$ cat src/rtl/sclk_gen_pkg.sv
package sclk_gen_pkg;

    // Run-on policy after chip select goes inactive
    typedef enum logic [1:0] {
        TAIL_NONE = 2'd0,
        TAIL_ONE  = 2'd1,
        TAIL_TWO  = 2'd2,
        TAIL_FREE = 2'd3
    } tail_mode_e;

    // Line output register state
    typedef struct packed {
        logic sclk;
        logic idle;
    } line_st_t;

endpackage

$ cat src/rtl/sclk_run_gate.sv
module sclk_run_gate
    import sclk_gen_pkg::*;
#(
    parameter int TAIL_W = 2
) (
    input  logic       clk,
    input  logic       rst_n,
    input  logic       enable,
    input  logic       cs_active,
    input  logic [1:0] tail_mode,
    input  logic       bnd,
    output logic       go
);

    typedef struct packed {
        logic [TAIL_W-1:0] tail;
    } gate_st_t;

    gate_st_t   st_d, st_q;
    tail_mode_e mode;

    always_comb begin
        mode = tail_mode_e'(tail_mode);
        go   = enable && (cs_active || (mode == TAIL_FREE) || (st_q.tail != '0));
        st_d = st_q;
        if (cs_active) begin
            st_d.tail = (mode == TAIL_FREE) ? '0 : TAIL_W'(tail_mode);
        end else if (bnd && go && (mode != TAIL_FREE) && (st_q.tail != '0)) begin
            st_d.tail = st_q.tail - 1'b1;
        end
    end

    always_ff @(posedge clk or negedge rst_n) begin
        if (!rst_n) st_q <= '0;
        else        st_q <= st_d;
    end

    AST_TAIL_RANGE: assert property (@(posedge clk) disable iff (!rst_n)
        st_q.tail <= TAIL_W'(2));

    AST_TAIL_NO_RISE: assert property (@(posedge clk) disable iff (!rst_n)
        (!cs_active && st_q.tail != '0) |=> (st_q.tail <= $past(st_q.tail)));

endmodule

$ cat src/rtl/sclk_period_cnt.sv
module sclk_period_cnt #(
    parameter int DIV_W = 8
) (
    input  logic             clk,
    input  logic             rst_n,
    input  logic             go,
    input  logic [DIV_W-1:0] div_n,
    input  logic [DIV_W-1:0] high_cnt,
    input  logic             bypass,
    output logic             bnd,
    output logic             act_q,
    output logic             byp_q,
    output logic             act_d,
    output logic             byp_d,
    output logic             hi_d
);

    localparam logic [DIV_W-1:0] CNT_ONE = DIV_W'(1);

    typedef struct packed {
        logic             act;
        logic             byp;
        logic [DIV_W-1:0] cnt;
        logic [DIV_W-1:0] n;
        logic [DIV_W-1:0] h;
    } cnt_st_t;

    cnt_st_t          st_d, st_q;
    logic             byp_eff;
    logic [DIV_W-1:0] h_eff;

    always_comb begin
        byp_eff = bypass || (div_n == '0);
        h_eff   = (high_cnt >= div_n) ? (div_n - CNT_ONE) : high_cnt;
        bnd     = !st_q.act || (st_q.cnt == st_q.n);
        st_d    = st_q;
        if (bnd) begin
            st_d.cnt = '0;
            if (go) begin
                st_d.act = 1'b1;
                st_d.byp = byp_eff;
                st_d.n   = byp_eff ? '0 : div_n;
                st_d.h   = byp_eff ? '0 : h_eff;
            end else begin
                st_d.act = 1'b0;
            end
        end else begin
            st_d.cnt = st_q.cnt + CNT_ONE;
        end
        act_d = st_d.act;
        byp_d = st_d.byp;
        hi_d  = (st_d.cnt <= st_d.h);
        act_q = st_q.act;
        byp_q = st_q.byp;
    end

    always_ff @(posedge clk or negedge rst_n) begin
        if (!rst_n) st_q <= '0;
        else        st_q <= st_d;
    end

    AST_CNT_IN_RANGE: assert property (@(posedge clk) disable iff (!rst_n)
        st_q.act |-> (st_q.cnt <= st_q.n));

    AST_HIGH_BELOW_N: assert property (@(posedge clk) disable iff (!rst_n)
        (st_q.act && !st_q.byp) |-> (st_q.h < st_q.n));

    AST_SETTINGS_HELD: assert property (@(posedge clk) disable iff (!rst_n)
        (st_q.act && (st_q.cnt != st_q.n)) |=>
            ($stable(st_q.n) && $stable(st_q.h) && $stable(st_q.byp)));

endmodule

$ cat src/rtl/sclk_edge_out.sv
module sclk_edge_out
    import sclk_gen_pkg::*;
(
    input  logic clk,
    input  logic rst_n,
    input  logic idle_high,
    input  logic act_q,
    input  logic byp_q,
    input  logic act_d,
    input  logic byp_d,
    input  logic hi_d,
    output logic sclk,
    output logic launch_stb,
    output logic sample_stb
);

    line_st_t st_d, st_q;
    logic     burst;

    always_comb begin
        st_d.idle  = act_q ? st_q.idle : idle_high;
        st_d.sclk  = (act_d && !byp_d && hi_d) ? ~st_d.idle : st_d.idle;
        burst      = act_q && byp_q;
        sample_stb = burst ||
                     (act_d && !byp_d && (st_d.sclk != st_d.idle) && (st_q.sclk != st_d.sclk));
        launch_stb = burst ||
                     (act_q && !byp_q && (st_d.sclk == st_d.idle) && (st_q.sclk != st_d.sclk));
        sclk       = burst ? (clk ^ st_q.idle) : st_q.sclk;
    end

    always_ff @(posedge clk or negedge rst_n) begin
        if (!rst_n) st_q <= '0;
        else        st_q <= st_d;
    end

    AST_SAMPLE_LEADS: assert property (@(posedge clk) disable iff (!rst_n)
        (sample_stb && !byp_q) |=> (st_q.sclk != st_q.idle));

    AST_LAUNCH_TRAILS: assert property (@(posedge clk) disable iff (!rst_n)
        (launch_stb && !byp_q) |=> (st_q.sclk == st_q.idle));

    AST_STB_EXCL: assert property (@(posedge clk) disable iff (!rst_n)
        (!byp_q && !byp_d) |-> $onehot0({launch_stb, sample_stb}));

    AST_STOP_IDLE: assert property (@(posedge clk) disable iff (!rst_n)
        !act_q |-> (st_q.sclk == st_q.idle));

endmodule

$ cat src/rtl/sclk_gen.sv
module sclk_gen #(
    parameter int DIV_W = 8
) (
    input  logic             clk,
    input  logic             rst_n,
    input  logic             enable,
    input  logic             cs_active,
    input  logic [1:0]       tail_mode,
    input  logic [DIV_W-1:0] div_n,
    input  logic [DIV_W-1:0] high_cnt,
    input  logic             bypass,
    input  logic             idle_high,
    output logic             sclk,
    output logic             launch_stb,
    output logic             sample_stb
);

    localparam int TAIL_W = 2;

    logic go, bnd, act_q, byp_q, act_d, byp_d, hi_d;

    sclk_run_gate #(.TAIL_W(TAIL_W)) u_gate (
        .clk       (clk),
        .rst_n     (rst_n),
        .enable    (enable),
        .cs_active (cs_active),
        .tail_mode (tail_mode),
        .bnd       (bnd),
        .go        (go)
    );

    sclk_period_cnt #(.DIV_W(DIV_W)) u_cnt (
        .clk      (clk),
        .rst_n    (rst_n),
        .go       (go),
        .div_n    (div_n),
        .high_cnt (high_cnt),
        .bypass   (bypass),
        .bnd      (bnd),
        .act_q    (act_q),
        .byp_q    (byp_q),
        .act_d    (act_d),
        .byp_d    (byp_d),
        .hi_d     (hi_d)
    );

    sclk_edge_out u_edge (
        .clk        (clk),
        .rst_n      (rst_n),
        .idle_high  (idle_high),
        .act_q      (act_q),
        .byp_q      (byp_q),
        .act_d      (act_d),
        .byp_d      (byp_d),
        .hi_d       (hi_d),
        .sclk       (sclk),
        .launch_stb (launch_stb),
        .sample_stb (sample_stb)
    );

    AST_NO_START_DISABLED: assert property (@(posedge clk) disable iff (!rst_n)
        (!enable && !act_q) |=> !act_q);

endmodule

$ cat config.mk
export PLATFORM = sky130hd
export DESIGN_NAME = sclk_gen
export DESIGN_NICKNAME = d
export VERILOG_FILES = /design/src/rtl/sclk_gen_pkg.sv /design/src/rtl/sclk_run_gate.sv /design/src/rtl/sclk_period_cnt.sv /design/src/rtl/sclk_edge_out.sv /design/src/rtl/sclk_gen.sv
export SDC_FILE = /design/constraint.sdc
export NUM_CORES = 1
export LEC_CHECK = 0
export ABC_CLOCK_PERIOD_IN_PS = 7650
export BUFFER_PORTS_ARGS = -buffer_cell sky130_fd_sc_hd__buf_2
export CAP_MARGIN = 20
export CORE_MARGIN = 10
export CORE_UTILIZATION = 30
export DETAILED_ROUTE_END_ITERATION = 10
export HOLD_SLACK_MARGIN = 0.02
export PLACE_DENSITY = 0.5
export SYNTH_ARGS = -nofsm -noshare
export SYNTH_HDL_FRONTEND = slang
export SYNTH_SLANG_ARGS = --single-unit
export TNS_END_PERCENT = 5
$ cat constraint.sdc
create_clock -name clk -period 7.65 [get_ports clk]
set_input_delay 0 -clock clk [delete_from_list [all_inputs] [get_ports clk]]
set_output_delay 0 -clock clk [all_outputs]
set_load 0.01 [all_outputs]
==> results.toml <==
[outcome]
outcome = "completed"

[yosys]
synth_edf_count = 0
ys_types = 37
avgSynthCellArea_um2 = 9.36
synth_nets = 263
netlist_instances = 219
ys_warn_count = 0
postSynth.asyncResetShare = 1.00
synth_ff_type = "dfrtp_1"
synth-seq-cells = 30
netlist_area_um2 = 2050
ys_seq_area_frac = 0.366

[floorplan]
die_area_um2 = 10500
fp.dieW_um = 103
rows = 30
die-height_um = 103
initial_core_util = 0.305
coreArea_um2 = 6720
ios = 27

[layout]
area_growth_pct = 26.5
nets = 317
final_common_cell = "nand2_1"
final_util = 0.386
most-common-layout-cells = "nand2_1, dfrtp_1, buf_2"
num_antenna_cells = 0
drive_gt1_frac = 0.172

[power_and_ir_drop]
combPwrFrac = 0.472
power.density_nw_per_um2 = 324
p_seq_frac = 0.315
finalPower_mw = 0.840
p_leak_nw = 1.22
max-vdd-ir-drop_mv = 0.0926
p_sw_mw = 0.331
internal_power_mw = 0.509
clockPowerShare = 0.213
swShare = 0.394

[clock_network]
cts.repair_timing.setup_buffer_count = 0
post_cts_resized = 0
cts_tree = "built"
clkTransAtPathRegs_ns = 0.06
clock_latency_ns = 0.38

[worst_setup_path]
startpoint_type = "clock port"
path_common_cell = "clkbuf_8"
cpMaxStageDelayCell = "buf_2"
timing.critical_path.buf_inv = 3
arrival_ns = 4.43
crit_fanout = 2
critical_path_class = "clk2out"
crit_chain = "clkbuf_8, clkbuf_8, xnor2_1, o21ai_0, buf_2"
cpPeakStageDelay_ns = 0.15
endpoint_kind = "output port"
crit_required_ns = 7.65
crit_family = "buffers and inverters"

[run]
drv_cap = 0

[global_route]
grt_pass1_vias = 1775
grt_max_degree = 31
grt_overflow = 0
track_usage = 0.102
grt_pass1_wl_mm = 8.32
antenna_found_initial = 0

[sta]
drv_slew = 0
finalSetupTns_ns = 0
final-setup-viol-count = 0
finClkSkew_ns = 0.00317
finalHoldViolations = 0
max_slew_margin = 0.554
max_slew.worst_pin.slew_ns = 0.669
rsz0062_at_grt = "false"

[drt]
vias_per_cell = 4.69
drt_iter0_drc = 56
drt-total-wl_mm = 4.75
vias = 1655
wire_per_inst_um = 13.5
drc = 0
first_pass_iters = 4
ant_nets = 0

[placement]
place_hpwl_mm = 3.72
port_buffers = 26
gp_congestion = 0.756

[hold_path]
hp-class = "in2reg"
## final cells by class
class	instances	area, um^2
timing repair buffer	47	345
clock buffer	11	123
inverter	18	67.6
sequential	30	751
tap	80	100
fill	676	4130
multi-input combinational	167	1210
## routing by layer
layer / global-route usage / wire length [um]
met5: 0 / 0
met4: 0.0488 / 74
met3: 0.0362 / 182
met2: 0.158 / 2200
met1: 0.122 / 2300
## timing repair
action,4_1_cts,5_1_grt
endpoints found under the setup margin,0,0
hold endpoints to repair,50,0
hold buffers,22,0
## synth_stat cells (all sizes together) (2+ instances only)
library cell / count / share of area
xnor2: 19 / 0.081
o31ai: 6 / 0.022
a21oi: 7 / 0.017
nand3: 7 / 0.020
xor2: 5 / 0.021
o21ai: 19 / 0.054
nor2b: 2 / 0.0098
mux2i: 10 / 0.049
and3: 3 / 0.0092
a31oi: 2 / 0.0061
dfrtp: 30 / 0.37
or2: 3 / 0.0092
nor3: 2 / 0.0049
nor2: 10 / 0.018
nand2: 32 / 0.060
a41oi: 2 / 0.012
ha: 20 / 0.12
o21a: 7 / 0.026
nand4: 4 / 0.012
inv: 18 / 0.033
buf: 3 / 0.010
## registers in the layout, summed over array words and instances (netlist names)
name,flops
u_cnt.act_q,1
u_cnt.byp_q,1
u_cnt.st_q,24
u_edge.st_q,2
u_gate.st_q,2
## power by group through the flow
stage / Combinational, mW / Sequential [mW] / Clock, mW
after global placement: 0.388 / 0.268 / 0.0204
final: 0.396 / 0.265 / 0.179
after floorplan: 0.312 / 0.254 / 0.0141
after CTS: 0.404 / 0.265 / 0.184
after global routing: 0.460 / 0.275 / 0.199
after detailed placement: 0.390 / 0.268 / 0.0204
## logic make-up after synthesis
group	share of synthesized area
AND/OR/NAND/NOR	0.153
XOR/XNOR	0.103
AO/OA/AOI/OAI	0.154
flip-flops	0.366
multiplexers	0.0562
buffers and inverters	0.0452
adder cells (fa/ha/maj)	0.122
## stage by stage
stage / instances / area [um^2] / setup slack [ns] / hold slack [ns]
final: 353 / 2590 / 3.22 / 0.0258
after global routing: 353 / 2590 / 3.13 / 0.0264
after CTS: 353 / 2590 / 3.20 / 0.0246
after detailed placement: 321 / 2250 / 3.48 / 0.0795
after global placement: 321 / 2250 / 3.48 / 0.0849
after floorplan: 219 / 2050 / 3.45 / -0.296
## worst reg2reg max path: stages, from the launching register on
cell      delay (ns)
dfrtp_1         0.44
xnor2_1         0.16
nand4_1         0.14
o21ai_2         0.51
nand2_2         0.43
nand2_1         0.21
o21a_1          0.14
ha_1            0.23
nor2b_1         0.13
o211ai_1        0.15
a21oi_1         0.08
o21ai_0         0.21
nand2_1         0.13
xnor2_1         0.14
## worst paths after layout
check | startpoint | end | slack [ns] | cells after the start
min in group asynchronous | rst_n | u_cnt.st_q[3]$_DFF_PN0_ | 0.19 | 2
worst max register to register | u_cnt.st_q[18]$_DFF_PN0_ | u_edge.st_q[1]$_DFF_PN0_ | 4.44 | 13
worst min register to register | u_cnt.st_q[5]$_DFF_PN0_ | u_cnt.st_q[5]$_DFF_PN0_ | 0.48 | 2
worst min-delay path | div_n[3] | u_cnt.st_q[11]$_DFFE_PN0P_ | 0.03 | 3
max in group asynchronous | rst_n | u_edge.st_q[1]$_DFF_PN0_ | 7.02 | 2
worst max-delay path | clk | sclk | 3.22 | 5
(Power assumes the default switching activity.)
